File: config.mk
export PLATFORM = sky130hd
export DESIGN_NAME = mode_entry_ctrl
export DESIGN_NICKNAME = d
export VERILOG_FILES = /design/src/rtl/mec_pkg.sv /design/src/rtl/mec_key_seq.sv /design/src/rtl/mec_mode_regs.sv /design/src/rtl/mec_rd_mux.sv /design/src/rtl/mode_entry_ctrl.sv
export SDC_FILE = /design/constraint.sdc
export NUM_CORES = 1
export LEC_CHECK = 0
export BUFFER_PORTS_ARGS = -buffer_cell sky130_fd_sc_hd__buf_4
export CAP_MARGIN = 20
export CORE_MARGIN = 2
export CORE_UTILIZATION = 33
export CTS_BUF_LIST = sky130_fd_sc_hd__clkbuf_4 sky130_fd_sc_hd__clkbuf_8
export DETAILED_ROUTE_END_ITERATION = 8
export PLACE_DENSITY = 0.79
export SYNTH_ARGS = -nofsm -noshare
export SYNTH_HDL_FRONTEND = slang
export SYNTH_SLANG_ARGS = --single-unit
export TNS_END_PERCENT = 20
File: constraint.sdc
create_clock -name clk -period 0.8 [get_ports clk]
set_input_delay 0 -clock clk [delete_from_list [all_inputs] [get_ports clk]]
set_output_delay 0 -clock clk [all_outputs]
set_load 0.1 [all_outputs]
File: src/rtl/mec_pkg.sv
package mec_pkg;
  localparam logic [15:0] KEY_DIRECT = 16'h5AF0;
  localparam logic [15:0] KEY_INVERT = 16'hA50F;

  localparam int OFS_KEY  = 'h0;
  localparam int OFS_CFG  = 'h4;
  localparam int OFS_UPD  = 'h8;
  localparam int OFS_STAT = 'hC;

  localparam int CFG_DEST_BIT = 0;
  localparam int CFG_FUNC_BIT = 1;
  localparam int CFG_STBY_BIT = 15;

  typedef enum logic {SEQ_IDLE, SEQ_HALF} seq_e;

  typedef struct packed {
    logic stby;
    logic func;
    logic dest;
  } cfg_t;
endpackage

File: src/rtl/mec_key_seq.sv
module mec_key_seq
  import mec_pkg::*;
#(
  parameter int KEY_W = 16
) (
  input  logic             clk,
  input  logic             rst,
  input  logic             wr_any,
  input  logic             wr_key,
  input  logic [KEY_W-1:0] key,
  output logic             unlock_o
);
  seq_e state_q;
  logic unlock_q;

  always_ff @(posedge clk) begin
    if (rst) begin
      state_q  <= SEQ_IDLE;
      unlock_q <= 1'b0;
    end else begin
      unlock_q <= 1'b0;
      if (wr_any) begin
        if (wr_key && key == KEY_W'(KEY_DIRECT)) begin
          state_q <= SEQ_HALF;
        end else if (wr_key && key == KEY_W'(KEY_INVERT) && state_q == SEQ_HALF) begin
          state_q  <= SEQ_IDLE;
          unlock_q <= 1'b1;
        end else begin
          state_q <= SEQ_IDLE;
        end
      end
    end
  end

  assign unlock_o = unlock_q;

  // an unlock is only seen after the sequencer held a direct key
  a_r7_unlock_after_half: assert property (@(posedge clk) disable iff (rst)
    unlock_q |-> $past(state_q == SEQ_HALF));
  // the unlock strobe lasts a single cycle
  a_r5_unlock_single: assert property (@(posedge clk) disable iff (rst)
    unlock_q |=> !unlock_q);
endmodule

File: src/rtl/mec_mode_regs.sv
module mec_mode_regs
  import mec_pkg::*;
#(
  parameter int DATA_W = 32
) (
  input  logic              clk,
  input  logic              rst,
  input  logic              wr_cfg,
  input  logic              wr_upd,
  input  logic [DATA_W-1:0] wdata,
  input  logic              unlock_i,
  output cfg_t              cfg_o,
  output logic              upd_o,
  output logic              stat_o,
  output logic              dest_o,
  output logic              func_o
);
  cfg_t cfg_q;
  logic upd_q, stat_q, dest_q, func_q;
  logic commit;

  assign commit = unlock_i && upd_q;

  always_ff @(posedge clk) begin
    if (rst) begin
      cfg_q  <= '0;
      upd_q  <= 1'b0;
      stat_q <= 1'b0;
      dest_q <= 1'b0;
      func_q <= 1'b0;
    end else begin
      dest_q <= 1'b0;
      func_q <= 1'b0;
      if (wr_cfg) begin
        cfg_q.dest <= wdata[CFG_DEST_BIT];
        cfg_q.func <= wdata[CFG_FUNC_BIT];
        cfg_q.stby <= wdata[CFG_STBY_BIT];
      end
      if (commit) begin
        upd_q <= 1'b0;
        if (cfg_q.dest) begin
          dest_q <= 1'b1;
          stat_q <= 1'b1;
        end else if (cfg_q.func) begin
          func_q <= 1'b1;
          stat_q <= 1'b0;
        end
      end else if (wr_upd) begin
        upd_q <= wdata[0];
      end
    end
  end

  assign cfg_o  = cfg_q;
  assign upd_o  = upd_q;
  assign stat_o = stat_q;
  assign dest_o = dest_q;
  assign func_o = func_q;

  // requests are mutually exclusive
  a_r6_exclusive: assert property (@(posedge clk) disable iff (rst)
    $onehot0({dest_q, func_q}));
  // each request lasts one cycle
  a_r5_dest_pulse: assert property (@(posedge clk) disable iff (rst)
    dest_q |=> !dest_q);
  a_r5_func_pulse: assert property (@(posedge clk) disable iff (rst)
    func_q |=> !func_q);
  // a request needs an armed update on the previous cycle
  a_r8_needs_armed: assert property (@(posedge clk) disable iff (rst)
    (dest_q || func_q) |-> $past(upd_q));
  // the update bit is clear when a request is visible
  a_r9_upd_cleared: assert property (@(posedge clk) disable iff (rst)
    (dest_q || func_q) |-> !upd_q);
  // status agrees with the request taken
  a_r9_stat_tracks: assert property (@(posedge clk) disable iff (rst)
    (dest_q || func_q) |-> (stat_q == dest_q));
endmodule

File: src/rtl/mec_rd_mux.sv
module mec_rd_mux
  import mec_pkg::*;
#(
  parameter int ADDR_W = 8,
  parameter int DATA_W = 32
) (
  input  logic              clk,
  input  logic              rst,
  input  logic [ADDR_W-1:0] addr,
  input  cfg_t              cfg,
  input  logic              upd,
  input  logic              stat,
  output logic [DATA_W-1:0] rdata_o
);
  logic [DATA_W-1:0] rd_d, rdata_q;

  always_comb begin
    rd_d = '0;
    if (addr == ADDR_W'(OFS_CFG)) begin
      rd_d[CFG_DEST_BIT] = cfg.dest;
      rd_d[CFG_FUNC_BIT] = cfg.func;
      rd_d[CFG_STBY_BIT] = cfg.stby;
    end else if (addr == ADDR_W'(OFS_UPD)) begin
      rd_d[0] = upd;
    end else if (addr == ADDR_W'(OFS_STAT)) begin
      rd_d[0] = stat;
    end
  end

  always_ff @(posedge clk) begin
    if (rst) rdata_q <= '0;
    else     rdata_q <= rd_d;
  end

  assign rdata_o = rdata_q;
endmodule

File: src/rtl/mode_entry_ctrl.sv
module mode_entry_ctrl
  import mec_pkg::*;
#(
  parameter int ADDR_W = 8,
  parameter int DATA_W = 32,
  parameter int KEY_W  = 16
) (
  input  logic              clk,
  input  logic              rst,
  input  logic [ADDR_W-1:0] bus_addr,
  input  logic              bus_we,
  input  logic [DATA_W-1:0] bus_wdata,
  output logic [DATA_W-1:0] bus_rdata,
  output logic              dest_rst_req,
  output logic              func_rst_req
);
  logic wr_key, wr_cfg, wr_upd, unlock;
  logic upd, stat;
  cfg_t cfg;

  assign wr_key = bus_we && (bus_addr == ADDR_W'(OFS_KEY));
  assign wr_cfg = bus_we && (bus_addr == ADDR_W'(OFS_CFG));
  assign wr_upd = bus_we && (bus_addr == ADDR_W'(OFS_UPD));

  mec_key_seq #(.KEY_W(KEY_W)) u_seq (
    .clk(clk), .rst(rst), .wr_any(bus_we), .wr_key(wr_key),
    .key(bus_wdata[KEY_W-1:0]), .unlock_o(unlock)
  );

  mec_mode_regs #(.DATA_W(DATA_W)) u_regs (
    .clk(clk), .rst(rst), .wr_cfg(wr_cfg), .wr_upd(wr_upd),
    .wdata(bus_wdata), .unlock_i(unlock), .cfg_o(cfg), .upd_o(upd),
    .stat_o(stat), .dest_o(dest_rst_req), .func_o(func_rst_req)
  );

  mec_rd_mux #(.ADDR_W(ADDR_W), .DATA_W(DATA_W)) u_rd (
    .clk(clk), .rst(rst), .addr(bus_addr), .cfg(cfg), .upd(upd),
    .stat(stat), .rdata_o(bus_rdata)
  );

  // a request follows an unlock by exactly one cycle
  a_r5_after_unlock: assert property (@(posedge clk) disable iff (rst)
    (dest_rst_req || func_rst_req) |-> $past(unlock));
endmodule

==> flow_metrics.env <==
export IMPL_reg2reg_slack_ns=-0.12
export IMPL_multi_input_area_um2=450
export IMPL_firstDrtPassIters=4
export IMPL_io_buffers=31
export IMPL_synthCells=85
export IMPL_layout_common_cells="buf_4 (36), conb_1 (29), nor2_1 (6), dfxtp_2 (6)"
export IMPL_cts_buffers=3
export IMPL_skew_ns=0.00977
export IMPL_regArea_um2=251
export IMPL_die_area_um2=2800
export IMPL_finalCritPeriodShare_pct=115
export IMPL_outcome="complete, but fails checks"
export IMPL_layout_commonest_cell="buf_4"
export IMPL_ir_worst_vdd_v=0.000949
export IMPL_start_util_pct=35.3
export IMPL_clock_sinks=12
export IMPL_area_delta_synth_final_pct=46.3
export IMPL_worstRegToRegCells=3
export IMPL_yosysWarnings=0
export IMPL_worstHoldPathCells=3
export IMPL_hp_start="bus_wdata[7]"
export IMPL_grt_pass1_wl_mm=2.77
export IMPL_reg2reg_from="u_regs.upd_o"
export IMPL_cts_buffer_depth=2
export IMPL_p_sw_uw=877
export IMPL_maxCapViolCount=0
export IMPL_grt_pass1_vias=647
export IMPL_dpl_hpwl_mm=1.44
export IMPL_clk_pin_slew_worst_paths_ns=0.08
export IMPL_final_max_slew_viol_count=0
export IMPL_worstHoldPathType="primary input to flop"
export IMPL_clock_latency_ns=0.28
export IMPL_n_fill_cell=199
export IMPL_yosysSeqAreaShare_pct=30.5
export IMPL_rsz0062_at_grt="true"
export IMPL_pwr_density_cell_nw_per_um2=1630
export IMPL_place_congestion=0.794
export IMPL_num_rows=17
export IMPL_rr_endpoint="u_rd.rdata_o[0]"
export IMPL_drc=0
export IMPL_antenna_cells=0
export IMPL_cts_tree="done"
export IMPL_track_usage_pct=14.2
export IMPL_p_leak_nw=0.542
export IMPL_setup_total_negative_slack_ns=-0.329
export IMPL_viasPerCell=4.40
export IMPL_critPathArrivalTime_ns=1.08
export IMPL_wl_per_cell_um=11.9
export IMPL_utilization_pct=51.7
export IMPL_initialDrtViolationCount=10
export IMPL_die_h_um=52.9
export IMPL_die_w_um=52.9
export IMPL_combPwrFrac_pct=42.4
export IMPL_finalWirelength_mm=1.87
export IMPL_synthDistinctLibCells=28
export IMPL_min_period_ns=0.918
export IMPL_final_hold_viol_count=0
export IMPL_final_nets=173
export IMPL_antenna_left=0
export IMPL_start_kind="flop"
export IMPL_antenna_found_initial=0
export IMPL_crit_path_end_kind="flop"
export IMPL_switching_share_pct=46.7
export IMPL_htreeDepth=1
export IMPL_ys_seq_elements=12
export IMPL_fin_ws_ns=-0.118
export IMPL_grt_max_degree=10
export IMPL_dp_cells=151
export IMPL_root_buffer="clkbuf_4"
export IMPL_holdPathEnd="u_seq.unlock_o"
export IMPL_max_clock_freq_ghz=1.09
export IMPL_path_class="flop to flop"
export IMPL_crit_chain="mux2_2 > a22oi_2 > nor3_1"
export IMPL_io_pins=77
export IMPL_crit_required_ns=0.96
export IMPL_drive_above_1_share_pct=47.3
export IMPL_p_int_uw=999
export IMPL_layout_cells_non_filler=157
export IMPL_synth_area_um2=788
export IMPL_vias=691
export IMPL_core_area_um2=2230
export IMPL_p_seq_share_pct=31.6
export IMPL_syn_avg_cell_area_um2=9.27
export IMPL_cp_slowest_stage_delay_ns=0.35
export IMPL_slowest_stage="dfxtp_4"
export IMPL_violations="setup timing"
export IMPL_grt_remaining_overflow=0
export IMPL_power_frac_clock_pct=26.0
export IMPL_setup_viol=6
export IMPL_path_max_fanout=2
worst max-delay path, delay by kind of cell, from the launching register on:
| kind | cells | cell delay (ns) |
|---|---|---|
| simple gates | 1 | 0.08 |
| compound gates | 1 | 0.11 |
| mux | 1 | 0.26 |
| flops | 1 | 0.35 |
repair_timing:
action / 4_1_cts / 5_1_grt
hold buffers: 1 / 0
gates resized for setup: 24 / 1
hold endpoints to repair: 1 / 0
setup endpoints to repair: 9 / 14
pin swaps: 1 / 1
setup buffers: 1 / 0
power groups by stage:
stage                     clock network (mW)  registers, mW  logic (mW)
after floorplan                            0          0.611       0.735
after global placement                     0          0.611       0.776
after detailed placement                   0          0.611       0.782
after CTS                              0.491          0.593       0.791
after global routing                   0.510          0.593       0.816
final                                  0.487          0.593       0.795
routing by layer:
metal	GRT usage [%]	vias to the layer above	share of wire [%]
li1	-	335	-
met1	12.7	315	34
met2	28.7	37	56
met3	2.82	4	9.0
met4	7.69	0	1.7
met5	0	-	0
synth_stat cells:
master	instances	area share, %
a211oi_1	1	0.95
a22oi_1	1	0.95
a32oi_1	1	1.1
and3_1	2	1.6
and4b_1	1	1.3
buf_4	29	28
clkbuf_1	1	0.48
conb_1	1	0.48
dfxtp_1	12	30
mux2_2	1	1.4
mux2i_1	4	5.1
nand2_1	3	1.4
nand2b_1	1	0.79
nand3_1	3	1.9
nand3b_1	1	0.95
nand4_2	1	1.6
nand4b_1	3	3.3
nand4bb_1	1	1.4
nor2_1	6	2.9
nor2b_1	1	0.79
nor3_1	1	0.63
nor3b_1	1	0.95
nor4_1	2	1.6
nor4_2	1	1.6
nor4_4	1	2.7
nor4b_1	3	3.3
nor4b_2	1	1.9
o22ai_1	1	0.79
cell families after synthesis:
kind of cell | count (synthesis) | synth area share (%)
DFF | 12 | 30.5
buffers and inverters | 30 | 28.1
AOI/OAI and AO/OA | 4 | 3.81
other | 1 | 0.476
muxes | 5 | 6.51
and+or+nand+nor | 33 | 30.6
registers in the layout, summed over array words and instances (netlist names):
register / count
u_rd.rdata_o: 3
u_regs.cfg_o: 3
u_regs.dest_o: 1
u_regs.func_o: 1
u_regs.stat_o: 1
u_regs.upd_o: 1
u_seq.state_q: 1
u_seq.unlock_o: 1
worst max-delay path by stage:
stage | to | depth (start not counted) | from | slack (ns)
after global placement | u_regs.cfg_o[0] | 5 | bus_addr[1] | -0.23
after detailed placement | u_seq.unlock_o | 4 | bus_addr[1] | -0.27
after CTS | u_rd.rdata_o[0] | 3 | u_regs.upd_o | -0.11
after floorplan | bus_rdata[1] | 0 | u_rd.rdata_o[1] | -0.11
after global routing | u_rd.rdata_o[0] | 3 | u_regs.upd_o | -0.12
final | u_rd.rdata_o[0] | 3 | u_regs.upd_o | -0.12
metrics by stage:
stage,total power [mW],worst slack [ns],hold WS [ns],cell area (um2)
3_3_place_gp,1.39,-0.231,0.261,1010
6_report,1.88,-0.118,0.00802,1150
5_1_grt,1.92,-0.116,0.0116,1150
2_1_floorplan,1.35,-0.109,0.115,896
3_5_place_dp,1.39,-0.274,0.268,1010
4_1_cts,1.87,-0.110,0.0140,1150
final cells by class:
class / instances / area share [%]
Clock buffer: 4 / 3.15
Multi-Input combinational cell: 71 / 39.0
Sequential cell: 12 / 21.8
Tap cell: 28 / 3.04
Timing Repair Buffer: 42 / 33.0
No activity file was read; power rests on OpenSTA's default activity.
